[src/rtl/bwm_pkg.sv]
package bwm_pkg;

    typedef struct packed {
        logic nz;   // row is not zero
        logic neg;  // row takes the negated multiplicand
    } booth_ctl_t;

    // Rows that remain after one layer of 3:2 compression
    function automatic int rows_next(input int c);
        return 2 * (c / 3) + (c % 3);
    endfunction

    function automatic int rows_at(input int n, input int lv);
        int c;
        c = n;
        for (int k = 0; k < lv; k++) c = rows_next(c);
        return c;
    endfunction

    function automatic int tree_levels(input int n);
        int c;
        int l;
        c = n;
        l = 0;
        while (c > 2) begin
            c = rows_next(c);
            l++;
        end
        return l;
    endfunction

endpackage

[src/rtl/bwm_negate.sv]
module bwm_negate #(
    parameter int N = 8
) (
    input  logic [N-1:0] md,
    output logic [N:0]   neg_md
);
    // One bit wider, so that -(-2^(N-1)) can be represented
    logic [N:0] inv;
    logic [N:0] carry;

    assign inv      = ~{md[N-1], md};
    assign carry[0] = 1'b1;

    for (genvar i = 0; i <= N; i++) begin : g_rip
        assign neg_md[i] = inv[i] ^ carry[i];
        if (i < N) begin : g_c
            assign carry[i+1] = inv[i] & carry[i];
        end
    end
endmodule

[src/rtl/bwm_booth_enc.sv]
module bwm_booth_enc
    import bwm_pkg::*;
#(
    parameter int N = 8
) (
    input  logic [N-1:0]           mr,
    output booth_ctl_t [N-1:0]     ctl
);
    logic [N:0] ext;
    assign ext = {mr, 1'b0};   // implicit zero below bit 0

    for (genvar i = 0; i < N; i++) begin : g_enc
        assign ctl[i].nz  = ext[i+1] ^ ext[i];
        assign ctl[i].neg = ext[i+1] & ~ext[i];
    end
endmodule

[src/rtl/bwm_ppgen.sv]
module bwm_ppgen
    import bwm_pkg::*;
#(
    parameter int N = 8,
    parameter int W = 2 * N
) (
    input  logic [N-1:0]       md,
    input  logic [N:0]         neg_md,
    input  booth_ctl_t [N-1:0] ctl,
    output logic [W-1:0]       rows [N]
);
    localparam int EXT = W - N - 1;

    logic [N:0] pos;
    assign pos = {md[N-1], md};

    for (genvar i = 0; i < N; i++) begin : g_row
        logic [N:0]   sel;
        logic [W-1:0] wide;
        assign sel     = ctl[i].nz ? (ctl[i].neg ? neg_md : pos) : '0;
        assign wide    = {{EXT{sel[N]}}, sel};
        assign rows[i] = wide << i;
    end
endmodule

[src/rtl/bwm_csa_tree.sv]
module bwm_csa_tree
    import bwm_pkg::*;
#(
    parameter int N = 8,
    parameter int W = 2 * N
) (
    input  logic [W-1:0] rows [N],
    output logic [W-1:0] sum_a,
    output logic [W-1:0] sum_b
);
    localparam int LV = tree_levels(N);

    logic [W-1:0] lvl [LV+1][N];

    for (genvar j = 0; j < N; j++) begin : g_in
        assign lvl[0][j] = rows[j];
    end

    for (genvar lv = 0; lv < LV; lv++) begin : g_lvl
        localparam int C  = rows_at(N, lv);
        localparam int G  = C / 3;
        localparam int R  = C % 3;
        localparam int NC = rows_at(N, lv + 1);

        for (genvar g = 0; g < G; g++) begin : g_fa
            logic [W-1:0] a, b, c, maj;
            assign a   = lvl[lv][3*g];
            assign b   = lvl[lv][3*g+1];
            assign c   = lvl[lv][3*g+2];
            assign maj = (a & b) | (a & c) | (b & c);
            assign lvl[lv+1][2*g]   = a ^ b ^ c;
            assign lvl[lv+1][2*g+1] = {maj[W-2:0], 1'b0};
        end
        for (genvar r = 0; r < R; r++) begin : g_pass
            assign lvl[lv+1][2*G+r] = lvl[lv][3*G+r];
        end
        for (genvar j = NC; j < N; j++) begin : g_zero
            assign lvl[lv+1][j] = '0;
        end
    end

    assign sum_a = lvl[LV][0];
    assign sum_b = lvl[LV][1];
endmodule

[src/rtl/bwm_cla.sv]
module bwm_cla #(
    parameter int W = 16
) (
    input  logic [W-1:0] a,
    input  logic [W-1:0] b,
    output logic [W-1:0] sum
);
    localparam int LG = $clog2(W);

    logic [W-1:0] gg [LG+1];
    logic [W-1:0] pp [LG+1];
    logic [W-1:0] half;

    assign half  = a ^ b;
    assign gg[0] = a & b;
    assign pp[0] = half;

    for (genvar k = 0; k < LG; k++) begin : g_pfx
        localparam int D = 1 << k;
        for (genvar i = 0; i < W; i++) begin : g_bit
            if (i >= D) begin : g_op
                assign gg[k+1][i] = gg[k][i] | (pp[k][i] & gg[k][i-D]);
                assign pp[k+1][i] = pp[k][i] & pp[k][i-D];
            end else begin : g_cp
                assign gg[k+1][i] = gg[k][i];
                assign pp[k+1][i] = pp[k][i];
            end
        end
    end

    assign sum[0] = half[0];
    for (genvar i = 1; i < W; i++) begin : g_sum
        assign sum[i] = half[i] ^ gg[LG][i-1];
    end
endmodule

[src/rtl/booth_wallace_mul.sv]
module booth_wallace_mul
    import bwm_pkg::*;
#(
    parameter int N       = 8,
    parameter bit REG_OUT = 1'b1
) (
    input  logic           clk,
    input  logic           rst_n,
    input  logic [N-1:0]   md,
    input  logic [N-1:0]   mr,
    output logic [2*N-1:0] product
);
    localparam int W = 2 * N;

    typedef struct packed {
        logic [W-1:0] product;
    } out_t;

    logic [N:0]         neg_md;
    booth_ctl_t [N-1:0] ctl;
    logic [W-1:0]       rows [N];
    logic [W-1:0]       sum_a, sum_b, sum;
    out_t               st_d;

    bwm_negate #(.N(N)) u_neg (
        .md     (md),
        .neg_md (neg_md)
    );

    bwm_booth_enc #(.N(N)) u_enc (
        .mr  (mr),
        .ctl (ctl)
    );

    bwm_ppgen #(.N(N), .W(W)) u_pp (
        .md     (md),
        .neg_md (neg_md),
        .ctl    (ctl),
        .rows   (rows)
    );

    bwm_csa_tree #(.N(N), .W(W)) u_tree (
        .rows  (rows),
        .sum_a (sum_a),
        .sum_b (sum_b)
    );

    bwm_cla #(.W(W)) u_cla (
        .a   (sum_a),
        .b   (sum_b),
        .sum (sum)
    );

    always_comb begin
        st_d         = '0;
        st_d.product = sum;
    end

    if (REG_OUT) begin : g_reg
        out_t st_q;
        always_ff @(posedge clk or negedge rst_n) begin
            if (!rst_n) st_q <= '0;
            else        st_q <= st_d;
        end
        assign product = st_q.product;
    end else begin : g_comb
        logic unused_clk;
        assign unused_clk = clk ^ rst_n;
        assign product    = st_d.product;
    end
endmodule

[config.mk]
export PLATFORM = sky130hd
export DESIGN_NAME = booth_wallace_mul
export DESIGN_NICKNAME = d
export VERILOG_FILES = /design/src/rtl/bwm_pkg.sv /design/src/rtl/bwm_negate.sv /design/src/rtl/bwm_booth_enc.sv /design/src/rtl/bwm_ppgen.sv /design/src/rtl/bwm_csa_tree.sv /design/src/rtl/bwm_cla.sv /design/src/rtl/booth_wallace_mul.sv
export SDC_FILE = /design/constraint.sdc
export NUM_CORES = 1
export LEC_CHECK = 0
export ABC_AREA = 1
export BUFFER_PORTS_ARGS = -buffer_cell sky130_fd_sc_hd__clkbuf_2
export CAP_MARGIN = 20
export CORE_UTILIZATION = 55
export CTS_BUF_LIST = sky130_fd_sc_hd__clkbuf_4 sky130_fd_sc_hd__clkbuf_8
export CTS_CLUSTER_DIAMETER = 200
export DETAILED_ROUTE_END_ITERATION = 12
export MAX_ROUTING_LAYER = met4
export PLACE_DENSITY = 0.75
export SYNTH_ARGS = -nofsm -noshare
export SYNTH_HDL_FRONTEND = slang
export SYNTH_SLANG_ARGS = --single-unit
export TNS_END_PERCENT = 1
[constraint.sdc]
create_clock -name clk -period 0.8 [get_ports clk]
set_input_delay 0.04 -clock clk [delete_from_list [all_inputs] [get_ports clk]]
set_output_delay 0.04 -clock clk [all_outputs]
set_load 0.1 [all_outputs]
==> impl_metrics.xml, run 1 <==
<?xml version="1.0" encoding="UTF-8"?>
<metrics>
  <group name="synthesis">
    <metric name="synth.yosys.warnings" unit="">0</metric>
    <metric name="syn-num-nets" unit="">545</metric>
    <metric name="synth_async_sr_flop_share" unit="">1.00</metric>
    <metric name="synth_enable_flop_cells" unit="">0</metric>
    <metric name="syn-mean-instance-area" unit="sq um">7.88</metric>
    <metric name="netlist_area" unit="sq um">3430</metric>
    <metric name="synthTopCellsByCount" unit="">111 x sky130_fd_sc_hd__inv_1, 57 x sky130_fd_sc_hd__nand2_1, 56 x sky130_fd_sc_hd__fa_1, 53 x sky130_fd_sc_hd__a21oi_1, 45 x sky130_fd_sc_hd__o21ai_0</metric>
    <metric name="post_synth_main_area_contributors" unit="">sky130_fd_sc_hd__fa_1 33%, sky130_fd_sc_hd__ha_1 13%, sky130_fd_sc_hd__inv_1 12%</metric>
    <metric name="synth.yosys.seq_area_share" unit="">0.117</metric>
    <metric name="synth_cell_type_count" unit="">24</metric>
    <metric name="ys_ff_latch" unit="">16</metric>
    <metric name="synthCells" unit="">436</metric>
    <metric name="yosys.area.top_type_share" unit="">0.326</metric>
    <metric name="synth_ff_type" unit="">sky130_fd_sc_hd__dfrtp_1</metric>
    <metric name="yosys.area.top_type" unit="">sky130_fd_sc_hd__fa_1</metric>
    <metric name="synth_most_common_cell" unit="">sky130_fd_sc_hd__inv_1</metric>
  </group>
  <group name="flow_run">
    <metric name="maxCapViolations" unit="">0</metric>
  </group>
  <group name="floorplan">
    <metric name="fp.coreArea" unit="sq um">5960</metric>
    <metric name="boundaryPins" unit="">34</metric>
    <metric name="core.rowCount" unit="">28</metric>
    <metric name="fp.dieW" unit="um">81.0</metric>
    <metric name="dieArea" unit="sq um">6560</metric>
    <metric name="die-height" unit="um">81.0</metric>
    <metric name="start_util" unit="">0.577</metric>
  </group>
  <group name="worst_setup_path">
    <metric name="critical_path.endpoint_type" unit="">flop</metric>
    <metric name="cp-start-kind" unit="">input pin</metric>
    <metric name="crit_path_cell_trace" unit="">clkbuf_8 &gt; clkinv_4 &gt; ha_4 &gt; ha_4 &gt; ha_4 &gt; ha_4 &gt; ha_4 &gt; ha_4 &gt; inv_2 &gt; ha_4 &gt; inv_4 &gt; o211ai_1 &gt; fa_2 &gt; fa_1 &gt; fa_1 &gt; inv_1 &gt; fa_1 &gt; ha_1 &gt; nand2_1 &gt; inv_1 &gt; a21oi_1 &gt; nand2_1 &gt; xor2_1</metric>
    <metric name="worstPathRequired" unit="ns">0.94</metric>
    <metric name="crit_path_max_incr_delay" unit="ns">0.52</metric>
    <metric name="cpMostUsedCell" unit="">sky130_fd_sc_hd__ha_4</metric>
    <metric name="cpMaxStageDelayCell" unit="">sky130_fd_sc_hd__fa_1</metric>
    <metric name="worst_setup_path_startpoint" unit="">md[0]</metric>
    <metric name="critical_path_buf_inv_count" unit="">6</metric>
    <metric name="cp.depth" unit="">23</metric>
    <metric name="worst_setup_path_endpoint" unit="">product[12]</metric>
    <metric name="worstPathArrival" unit="ns">4.54</metric>
    <metric name="critical_path_class" unit="">in -&gt; reg</metric>
    <metric name="crit_fanout" unit="">4</metric>
    <metric name="path_delay_family" unit="">adder cells</metric>
  </group>
  <group name="sta">
    <metric name="min_period_over_period" unit="">5.50</metric>
    <metric name="period_needed" unit="ns">4.40</metric>
    <metric name="timing.fmax" unit="GHz">0.227</metric>
    <metric name="final.hold.worst_slack" unit="ns">0.0211</metric>
    <metric name="timing.final.max_slew_violations" unit="">0</metric>
    <metric name="finalSetupViolations" unit="">30</metric>
    <metric name="layout_setup_ws" unit="ns">-3.60</metric>
    <metric name="hold_viol" unit="">0</metric>
    <metric name="rsz0062_at_grt" unit="">true</metric>
    <metric name="slew-limit-headroom" unit="">0.532</metric>
    <metric name="tightest_slew" unit="ns">0.695</metric>
  </group>
  <group name="global_routing">
    <metric name="overflow" unit="">0</metric>
    <metric name="grt_pass1_wl" unit="um">15100</metric>
    <metric name="grt_antenna_before_repair" unit="">0</metric>
    <metric name="grt_start_max_net_pins" unit="">17</metric>
    <metric name="vias_in_the_first_global_route" unit="">3344</metric>
    <metric name="track_usage" unit="">0.315</metric>
  </group>
  <group name="route">
    <metric name="detailedRoute.firstIterationViolations" unit="">266</metric>
    <metric name="total_wire_length" unit="um">8890</metric>
    <metric name="drcViolationCount" unit="">0</metric>
    <metric name="iteration_count_of_the_initial_detailed_routing_pass" unit="">5</metric>
    <metric name="num_vias" unit="">3229</metric>
    <metric name="drt-wirelength-per-cell" unit="um">14.7</metric>
    <metric name="ant_nets" unit="">0</metric>
    <metric name="via_count_normalized_by_instance_count" unit="">5.33</metric>
  </group>
  <group name="cells_and_area">
    <metric name="area_delta_synth_final" unit="%">40.3</metric>
    <metric name="layout-drive-gt1-share" unit="">0.315</metric>
    <metric name="fill_cells" unit="">391</metric>
    <metric name="final_net_count" unit="">641</metric>
    <metric name="multiInputGateArea" unit="sq um">2890</metric>
    <metric name="finish.cell_count_without_fillers" unit="">606</metric>
    <metric name="diodes" unit="">0</metric>
    <metric name="layout.core_utilization" unit="">0.809</metric>
    <metric name="largest_reg_flops" unit="">16</metric>
    <metric name="seq_area" unit="sq um">400</metric>
  </group>
  <group name="clock_network">
    <metric name="numCtsBuffers" unit="">3</metric>
    <metric name="htreeDepth" unit="">1</metric>
    <metric name="clkSinkCount" unit="">16</metric>
    <metric name="tritoncts" unit="">built</metric>
    <metric name="clkTransAtPathRegs" unit="ns">0.07</metric>
    <metric name="cts_max_path_buffers" unit="">2</metric>
    <metric name="clk_root_buffer_cell" unit="">sky130_fd_sc_hd__clkbuf_8</metric>
  </group>
  <group name="worst_hold_path">
    <metric name="hold_start" unit="">md[0]</metric>
    <metric name="worstHoldPathType" unit="">in -&gt; reg</metric>
    <metric name="worst_hold_path.num_cells" unit="">3</metric>
  </group>
  <group name="placement">
    <metric name="numPlacedInstances" unit="">599</metric>
    <metric name="hpwlAfterDp" unit="um">7510</metric>
    <metric name="placement.setup.worst_slack" unit="ns">-3.99</metric>
    <metric name="place_congestion" unit="">0.955</metric>
    <metric name="buffer_ports.inserted" unit="">33</metric>
  </group>
  <group name="run_status">
    <metric name="outcome" unit="">finished with violations</metric>
    <metric name="violations" unit="">setup timing</metric>
  </group>
</metrics>
-- placed cells by master, fill, tap and decap left out, types with 2 or more instances in the layout --
cell	count
sky130_fd_sc_hd__nand2_2	5
sky130_fd_sc_hd__xor2_1	6
sky130_fd_sc_hd__o21ai_0	37
sky130_fd_sc_hd__inv_1	99
sky130_fd_sc_hd__xnor2_1	2
sky130_fd_sc_hd__dfrtp_1	16
sky130_fd_sc_hd__nor2_2	3
sky130_fd_sc_hd__buf_12	17
sky130_fd_sc_hd__clkbuf_2	15
sky130_fd_sc_hd__nand3_2	4
sky130_fd_sc_hd__inv_4	2
sky130_fd_sc_hd__clkbuf_8	5
sky130_fd_sc_hd__nand2_1	52
sky130_fd_sc_hd__buf_6	3
sky130_fd_sc_hd__ha_1	19
sky130_fd_sc_hd__a21oi_2	11
sky130_fd_sc_hd__nor2_4	3
sky130_fd_sc_hd__nand3_1	9
sky130_fd_sc_hd__nor2_1	14
sky130_fd_sc_hd__o211ai_1	5
sky130_fd_sc_hd__inv_2	10
sky130_fd_sc_hd__fa_1	53
sky130_fd_sc_hd__fa_2	3
sky130_fd_sc_hd__a21oi_4	2
sky130_fd_sc_hd__ha_4	15
sky130_fd_sc_hd__buf_4	63
sky130_fd_sc_hd__o21ai_1	8
sky130_fd_sc_hd__a21oi_1	41
-- logic make-up after synthesis --
logic type / after synthesis / synth area share
AOI/OAI and AO/OA: 107 / 0.163
xor gates and xnor gates: 8 / 0.0204
adders and majority gates: 91 / 0.454
buffers and inverters: 121 / 0.133
DFF: 16 / 0.117
and+or+nand+nor: 93 / 0.113
-- worst min-delay path by stage --
| stage | end | slack [ns] |
|---|---|---|
| after detailed placement | product[8] | -0.01 |
| after CTS | product[0] | 0.02 |
| after global routing | product[0] | 0.03 |
| final | product[0] | 0.02 |
| after global placement | product[8] | -0.03 |
| after floorplan | product[0] | -0.26 |
-- repair_timing --
| action | in CTS | in global routing |
|---|---|---|
| endpoints found under the setup margin | 31 | 31 |
| gates resized for setup | 33 | 17 |
| hold buffers | 1 | 0 |
| buffers inserted | 2 | 0 |
| pin swaps | 15 | 7 |
| hold endpoints to repair | 16 | 0 |
-- cell type report --
| cell class | instances | area share |
|---|---|---|
| multi-input combinational | 299 | 0.600 |
| tap | 75 | 0.0195 |
| sequential | 16 | 0.0831 |
| inverter | 112 | 0.0893 |
| timing repair buffer | 100 | 0.196 |
| clock buffer | 4 | 0.0114 |
-- through the flow --
step                setup TNS [ns]  cell area (sq um)
floorplan                   -42.53               3610
global placement            -44.38               4560
detailed placement          -45.10               4560
CTS                         -41.15               4760
global route                -43.04               4820
finish                      -41.06               4820
-- tightest hold or removal path, cell delays in order --
cell	delay [ns]
sky130_fd_sc_hd__clkbuf_8	0.11
sky130_fd_sc_hd__nand2_1	0.05
sky130_fd_sc_hd__inv_1	0.05
-- metal layers --
| metal | vias up | routed length, um | share of wire | GRT usage |
|---|---|---|---|---|
| li1 | 1552 | - | - | - |
| met1 | 1549 | 3740 | 0.42 | 0.399 |
| met2 | 103 | 4540 | 0.51 | 0.541 |
| met5 | - | 0 | 0 | - |
| met4 | 0 | 243 | 0.027 | 0.0839 |
| met3 | 25 | 363 | 0.041 | 0.0258 |
Power of run 1 is not shown: default switching activity piles up to over one toggle a cycle in this logic, so the estimate is an artifact.
==> run 2, diff against run 1 <==
--- a/config.mk
+++ b/config.mk
@@ -8,12 +8,11 @@
 export ABC_AREA = 1
 export BUFFER_PORTS_ARGS = -buffer_cell sky130_fd_sc_hd__clkbuf_2
 export CAP_MARGIN = 20
-export CORE_UTILIZATION = 55
+export CORE_UTILIZATION = 30
 export CTS_BUF_LIST = sky130_fd_sc_hd__clkbuf_4 sky130_fd_sc_hd__clkbuf_8
 export CTS_CLUSTER_DIAMETER = 200
 export DETAILED_ROUTE_END_ITERATION = 12
 export MAX_ROUTING_LAYER = met4
-export PLACE_DENSITY = 0.75
 export SYNTH_ARGS = -nofsm -noshare
 export SYNTH_HDL_FRONTEND = slang
 export SYNTH_SLANG_ARGS = --single-unit
==> run 2 against run 1 <==
  * Worst hold slack improved by 0.023 ns
  * Flip-flop and latch count unchanged
  * Critical path depth increased by 4
  * The run still ends with setup timing left
==> impl_metrics.xml, run 2 (synthesized netlist as in run 1, its figures left out) <==
<?xml version="1.0" encoding="UTF-8"?>
<metrics>
  <group name="run_status">
    <metric name="outcome" unit="">finished with violations</metric>
    <metric name="violations" unit="">setup timing</metric>
  </group>
  <group name="global_routing">
    <metric name="track_usage" unit="">0.176</metric>
    <metric name="grt_use_met3" unit="">0.0143</metric>
    <metric name="vias_in_the_first_global_route" unit="">3492</metric>
    <metric name="overflow" unit="">0</metric>
    <metric name="grtUsageMet1" unit="">0.220</metric>
    <metric name="globalRouteMet2Util" unit="">0.307</metric>
    <metric name="grt_antenna_before_repair" unit="">0</metric>
    <metric name="grt.busiest_layer" unit="">met2</metric>
    <metric name="grt_start_max_net_pins" unit="">17</metric>
    <metric name="grt_pass1_wl" unit="um">15900</metric>
  </group>
  <group name="route">
    <metric name="num_vias" unit="">3154</metric>
    <metric name="total_wire_length" unit="um">9010</metric>
    <metric name="drcViolationCount" unit="">0</metric>
    <metric name="iteration_count_of_the_initial_detailed_routing_pass" unit="">4</metric>
    <metric name="drt-wirelength-per-cell" unit="um">13.5</metric>
    <metric name="detailedRoute.firstIterationViolations" unit="">150</metric>
    <metric name="ant_nets" unit="">0</metric>
    <metric name="via_count_normalized_by_instance_count" unit="">4.71</metric>
  </group>
  <group name="cells_and_area">
    <metric name="mostFrequentLayoutCells" unit="">99 x sky130_fd_sc_hd__inv_1, 62 x sky130_fd_sc_hd__buf_4, 54 x sky130_fd_sc_hd__fa_1, 53 x sky130_fd_sc_hd__nand2_1, 44 x sky130_fd_sc_hd__a21oi_1</metric>
    <metric name="layout.cell_area.non_filler" unit="sq um">4840</metric>
    <metric name="final_net_count" unit="">640</metric>
    <metric name="layout-drive-gt1-share" unit="">0.299</metric>
    <metric name="seq_area" unit="sq um">400</metric>
    <metric name="largest_reg_flops" unit="">16</metric>
    <metric name="fill_cells" unit="">1086</metric>
    <metric name="layout.core_utilization" unit="">0.441</metric>
    <metric name="multiInputGateArea" unit="sq um">2860</metric>
    <metric name="diodes" unit="">0</metric>
    <metric name="layout.cells.most_common" unit="">sky130_fd_sc_hd__inv_1</metric>
    <metric name="area_delta_synth_final" unit="%">41.0</metric>
  </group>
  <group name="sta">
    <metric name="tightest_slew" unit="ns">0.616</metric>
    <metric name="timing.fmax" unit="GHz">0.228</metric>
    <metric name="slew-limit-headroom" unit="">0.585</metric>
    <metric name="rsz0062_at_grt" unit="">true</metric>
    <metric name="finalSetupViolations" unit="">31</metric>
    <metric name="timing.final.max_slew_violations" unit="">0</metric>
    <metric name="min_period_over_period" unit="">5.49</metric>
    <metric name="hold_viol" unit="">0</metric>
    <metric name="layout_setup_ws" unit="ns">-3.59</metric>
    <metric name="period_needed" unit="ns">4.39</metric>
    <metric name="fin_setup_tns" unit="ns">-40.86</metric>
  </group>
  <group name="worst_setup_path">
    <metric name="cpMostUsedCell" unit="">sky130_fd_sc_hd__ha_4</metric>
    <metric name="critical_path_buf_inv_count" unit="">9</metric>
    <metric name="crit_path_max_incr_delay" unit="ns">0.61</metric>
    <metric name="critical_path.endpoint_type" unit="">flop</metric>
    <metric name="cpMaxStageDelayCell" unit="">sky130_fd_sc_hd__fa_2</metric>
    <metric name="worstPathArrival" unit="ns">4.54</metric>
    <metric name="crit_fanout" unit="">5</metric>
    <metric name="critical_path_class" unit="">in -&gt; reg</metric>
    <metric name="worstPathRequired" unit="ns">0.94</metric>
    <metric name="cp-start-kind" unit="">input pin</metric>
    <metric name="path_delay_family" unit="">adder cells</metric>
  </group>
  <group name="placement">
    <metric name="placedInstanceArea" unit="sq um">4660</metric>
    <metric name="placement.setup.worst_slack" unit="ns">-3.98</metric>
    <metric name="hpwlAfterDp" unit="um">7810</metric>
    <metric name="buffer_ports.inserted" unit="">33</metric>
    <metric name="place_congestion" unit="">0.864</metric>
  </group>
  <group name="floorplan">
    <metric name="fp.dieW" unit="um">109</metric>
    <metric name="core.rowCount" unit="">38</metric>
    <metric name="boundaryPins" unit="">34</metric>
    <metric name="start_util" unit="">0.313</metric>
    <metric name="dieArea" unit="sq um">11900</metric>
    <metric name="die-height" unit="um">109</metric>
    <metric name="fp.coreArea" unit="sq um">11000</metric>
  </group>
  <group name="clock_network">
    <metric name="tritoncts" unit="">built</metric>
    <metric name="clk_root_buffer_cell" unit="">sky130_fd_sc_hd__clkbuf_8</metric>
    <metric name="clkTransAtPathRegs" unit="ns">0.06</metric>
    <metric name="htreeDepth" unit="">1</metric>
    <metric name="clkSinkCount" unit="">16</metric>
    <metric name="cts_max_path_buffers" unit="">2</metric>
    <metric name="numCtsBuffers" unit="">3</metric>
  </group>
  <group name="flow_run">
    <metric name="maxCapViolations" unit="">0</metric>
  </group>
  <group name="worst_hold_path">
    <metric name="worstHoldPathType" unit="">in -&gt; reg</metric>
  </group>
</metrics>
run 2: cell count changes in the layout (fill, tap and decap cells not counted), sizes merged:
cell / change
buf: -2
run 2: metal layers:
metal,vias up,routed length [um],share of wire
met5,-,0,0
li1,1540,-,-
met1,1540,4050,0.45
met2,58,4540,0.50
met4,0,199,0.022
met3,16,226,0.025
run 2: timing repair:
item,in CTS,in global routing
endpoints found under the hold margin,16,0
setup endpoints to repair,31,31
pin swaps,18,8
setup buffers,1,0
gates resized for setup,23,11
hold buffers,1,0
cloned,0,0
run 2: worst paths after layout:
check                      startpoint     endpoint  cells past startpoint
worst max-delay path            md[1]  product[15]                     27
worst min-delay path            md[0]   product[0]                      3
max in group asynchronous       rst_n   product[7]                      2
min in group asynchronous       rst_n   product[8]                      2
run 2: layout make-up:
class,instances,area share
Inverter,112,0.0879
Multi-Input combinational cell,299,0.590
Clock buffer,3,0.00853
Sequential cell,16,0.0827
Timing Repair Buffer,99,0.194
Tap cell,140,0.0362
run 2: stage by stage:
stage	hold slack (ns)	std cells
after global placement	-0.0136	664
after floorplan	-0.256	436
final	0.0441	669
after detailed placement	-0.00960	664
after global routing	0.0555	669
after CTS	0.0379	669
run 2: tightest hold or removal path, cell delays in order:
cell                       delay (ns)
sky130_fd_sc_hd__clkbuf_8        0.11
sky130_fd_sc_hd__nand2_1         0.05
sky130_fd_sc_hd__inv_1           0.05
Power of run 2 is left out for the same reason.
==> run 3, diff against run 2 <==
--- a/config.mk
+++ b/config.mk
@@ -5,7 +5,6 @@
 export SDC_FILE = /design/constraint.sdc
 export NUM_CORES = 1
 export LEC_CHECK = 0
-export ABC_AREA = 1
 export BUFFER_PORTS_ARGS = -buffer_cell sky130_fd_sc_hd__clkbuf_2
 export CAP_MARGIN = 20
 export CORE_UTILIZATION = 30
==> run 3 against run 2 <==
  * The flow still finishes with violations (setup timing)
  * Via count shrank 12%
  * Sequential share of layout area down 0.14 points
  * Synthesized cell count down 13%
  * Largest cell class unchanged
  * Wire length is 10% lower
==> impl_metrics.xml, run 3 <==
<?xml version="1.0" encoding="UTF-8"?>
<metrics>
  <group name="global_routing">
    <metric name="grt_start_max_net_pins" unit="">17</metric>
    <metric name="track_usage" unit="">0.150</metric>
    <metric name="vias_in_the_first_global_route" unit="">3223</metric>
    <metric name="overflow" unit="">0</metric>
    <metric name="grt_antenna_before_repair" unit="">0</metric>
    <metric name="grt_pass1_wl" unit="um">14700</metric>
  </group>
  <group name="placement">
    <metric name="place_congestion" unit="">0.835</metric>
    <metric name="placement.setup.worst_slack" unit="ns">-4.26</metric>
    <metric name="placedInstanceArea" unit="sq um">4700</metric>
    <metric name="hpwlAfterDp" unit="um">7120</metric>
    <metric name="buffer_ports.inserted" unit="">33</metric>
  </group>
  <group name="worst_setup_path">
    <metric name="critical_path.endpoint_type" unit="">flop</metric>
    <metric name="critical_path_class" unit="">in -&gt; reg</metric>
    <metric name="cpMaxStageDelayCell" unit="">sky130_fd_sc_hd__fa_1</metric>
    <metric name="worstPathRequired" unit="ns">0.92</metric>
    <metric name="crit_fanout" unit="">6</metric>
    <metric name="cp-start-kind" unit="">input pin</metric>
    <metric name="worstPathArrival" unit="ns">4.70</metric>
    <metric name="critical_path_buf_inv_count" unit="">8</metric>
    <metric name="cpMostUsedCell" unit="">sky130_fd_sc_hd__ha_4</metric>
    <metric name="path_delay_family" unit="">adder cells</metric>
    <metric name="crit_path_max_incr_delay" unit="ns">0.59</metric>
  </group>
  <group name="synthesis">
    <metric name="yosys.area.top_type_share" unit="">0.316</metric>
    <metric name="synth_async_sr_flop_share" unit="">1.00</metric>
    <metric name="synthCells" unit="">379</metric>
    <metric name="synth_most_common_cell" unit="">sky130_fd_sc_hd__inv_1</metric>
    <metric name="syn-mean-instance-area" unit="sq um">9.36</metric>
    <metric name="ys_ff_latch" unit="">16</metric>
    <metric name="post_synth_main_area_contributors" unit="">sky130_fd_sc_hd__fa_1 32%, sky130_fd_sc_hd__ha_1 12%, sky130_fd_sc_hd__mux2i_1 12%</metric>
    <metric name="syn-num-nets" unit="">488</metric>
    <metric name="yosys.area.top_type" unit="">sky130_fd_sc_hd__fa_1</metric>
    <metric name="synth.yosys.warnings" unit="">0</metric>
    <metric name="netlist_area" unit="sq um">3550</metric>
    <metric name="synthTopCellsByCount" unit="">69 x sky130_fd_sc_hd__inv_1, 56 x sky130_fd_sc_hd__fa_1, 42 x sky130_fd_sc_hd__mux2i_1, 35 x sky130_fd_sc_hd__ha_1, 34 x sky130_fd_sc_hd__nor2_1</metric>
    <metric name="synth_enable_flop_cells" unit="">0</metric>
    <metric name="synth_cell_type_count" unit="">33</metric>
    <metric name="synth.yosys.seq_area_share" unit="">0.113</metric>
    <metric name="synth_ff_type" unit="">sky130_fd_sc_hd__dfrtp_1</metric>
  </group>
  <group name="cells_and_area">
    <metric name="layout.cells.most_common" unit="">sky130_fd_sc_hd__buf_4</metric>
    <metric name="layout-drive-gt1-share" unit="">0.392</metric>
    <metric name="area_delta_synth_final" unit="%">38.9</metric>
    <metric name="mostFrequentLayoutCells" unit="">64 x sky130_fd_sc_hd__buf_4, 58 x sky130_fd_sc_hd__inv_1, 54 x sky130_fd_sc_hd__fa_1, 42 x sky130_fd_sc_hd__mux2i_1, 32 x sky130_fd_sc_hd__nor2_1</metric>
    <metric name="diodes" unit="">0</metric>
    <metric name="final_net_count" unit="">573</metric>
    <metric name="largest_reg_flops" unit="">16</metric>
    <metric name="layout.cell_area.non_filler" unit="sq um">4930</metric>
    <metric name="layout.core_utilization" unit="">0.430</metric>
    <metric name="fill_cells" unit="">1108</metric>
  </group>
  <group name="flow_run">
    <metric name="maxCapViolations" unit="">0</metric>
  </group>
  <group name="clock_network">
    <metric name="clkSinkCount" unit="">16</metric>
    <metric name="clkTransAtPathRegs" unit="ns">0.06</metric>
    <metric name="cts_max_path_buffers" unit="">2</metric>
    <metric name="htreeDepth" unit="">1</metric>
    <metric name="tritoncts" unit="">built</metric>
    <metric name="clk_root_buffer_cell" unit="">sky130_fd_sc_hd__clkbuf_8</metric>
    <metric name="numCtsBuffers" unit="">3</metric>
  </group>
  <group name="worst_hold_path">
    <metric name="worstHoldPathType" unit="">in -&gt; reg</metric>
  </group>
  <group name="power">
    <metric name="power_leakage" unit="uW">0.00233</metric>
    <metric name="power_density_relative_to_cell_area" unit="nW/um^2">4460</metric>
    <metric name="worst_ir_drop_vdd" unit="V">0.00386</metric>
  </group>
  <group name="sta">
    <metric name="slew-limit-headroom" unit="">0.669</metric>
    <metric name="layout_setup_ws" unit="ns">-3.79</metric>
    <metric name="timing.fmax" unit="GHz">0.218</metric>
    <metric name="timing.final.max_slew_violations" unit="">0</metric>
    <metric name="period_needed" unit="ns">4.59</metric>
    <metric name="finalSetupViolations" unit="">31</metric>
    <metric name="hold_viol" unit="">0</metric>
    <metric name="min_period_over_period" unit="">5.74</metric>
    <metric name="rsz0062_at_grt" unit="">true</metric>
    <metric name="tightest_slew" unit="ns">0.496</metric>
  </group>
  <group name="floorplan">
    <metric name="dieArea" unit="sq um">12300</metric>
    <metric name="fp.coreArea" unit="sq um">11500</metric>
    <metric name="core.rowCount" unit="">39</metric>
    <metric name="boundaryPins" unit="">34</metric>
    <metric name="die-height" unit="um">111</metric>
    <metric name="fp.dieW" unit="um">111</metric>
    <metric name="start_util" unit="">0.309</metric>
  </group>
  <group name="route">
    <metric name="drcViolationCount" unit="">0</metric>
    <metric name="total_wire_length" unit="um">8090</metric>
    <metric name="iteration_count_of_the_initial_detailed_routing_pass" unit="">4</metric>
    <metric name="via_count_normalized_by_instance_count" unit="">4.59</metric>
    <metric name="num_vias" unit="">2777</metric>
    <metric name="drt-wirelength-per-cell" unit="um">13.4</metric>
    <metric name="detailedRoute.firstIterationViolations" unit="">110</metric>
    <metric name="ant_nets" unit="">0</metric>
  </group>
  <group name="run_status">
    <metric name="violations" unit="">setup timing</metric>
    <metric name="outcome" unit="">finished with violations</metric>
  </group>
</metrics>
[run 3: cell types whose count changed after synthesis, sizes merged, moves of 9 or more]
cell	before	now
a21oi	54	10
or2	1	23
nand2	58	11
inv	111	69
nand3	13	2
nand2b	0	16
mux2i	0	42
nor2	20	34
a21o	0	9
o21ai	45	4
clkbuf	6	15
[run 3: per-stage QoR]
step | hold slack (ns) | power [uW] | setup TNS [ns] | cells
after floorplan | -0.256 | 14200 | -45.14 | 379
after detailed placement | -0.0168 | 20000 | -46.62 | 598
after CTS | 0.188 | 21500 | -42.13 | 602
after global routing | 0.149 | 24200 | -43.00 | 605
final | 0.134 | 22000 | -40.52 | 605
after global placement | -0.0273 | 19700 | -46.12 | 598
[run 3: path summary, 6_finish.rpt]
path / start / to / slack, ns / cells past startpoint
max in group asynchronous: rst_n / product[6] / 0.26 / 2
min: mr[0] / product[0] / 0.13 / 4
max: md[0] / product[14] / -3.79 / 26
min in group asynchronous: rst_n / product[8] / 0.26 / 2
[run 3: routing by layer]
| layer | track usage | vias up | wire length [um] | share of wire |
|---|---|---|---|---|
| met5 | - | - | 0 | 0 |
| met4 | 0.0204 | 0 | 67 | 0.0083 |
| met3 | 0.0186 | 8 | 190 | 0.023 |
| met2 | 0.270 | 38 | 4210 | 0.52 |
| met1 | 0.184 | 1393 | 3620 | 0.45 |
| li1 | - | 1338 | - | - |
[run 3: repair_timing]
action | 4_1_cts | 5_1_grt
setup endpoints to repair | 31 | 31
pin swaps | 11 | 27
endpoints found under the hold margin | 16 | 0
setup buffers | 0 | 3
hold buffers | 1 | 0
resized for setup | 16 | 23
[run 3: cell families (layout without fill, tap and decap cells)]
| kind of cell | after synthesis | after routing | share of synthesized area |
|---|---|---|---|
| XOR/XNOR | 13 | 13 | 0.0321 |
| AND/OR/NAND/NOR | 95 | 95 | 0.134 |
| flip-flops | 16 | 16 | 0.113 |
| multiplexers | 43 | 43 | 0.122 |
| AO/OA/AOI/OAI | 29 | 29 | 0.0575 |
| adder cells (fa/ha/maj) | 91 | 91 | 0.440 |
| buffers and inverters | 92 | 175 | 0.102 |
[run 3: final cells by class]
cell class                 instances  area [sq um]  area share
tap                              143           179      0.0363
multi-input combinational        271          3070       0.624
clock buffer                       3          41.3     0.00838
inverter                          70           268      0.0544
sequential                        16           400      0.0813
timing repair buffer             102           966       0.196
[run 3: power by group]
group          switching, uW  total [uW]  leakage, uW  internal (uW)
combinational          10100       19700      0.00212           9670
clock                    238         571    0.0000216            333
sequential               291        1650     0.000188           1360
total                  10600       22000      0.00233          11400
(Power assumes the default switching activity.)
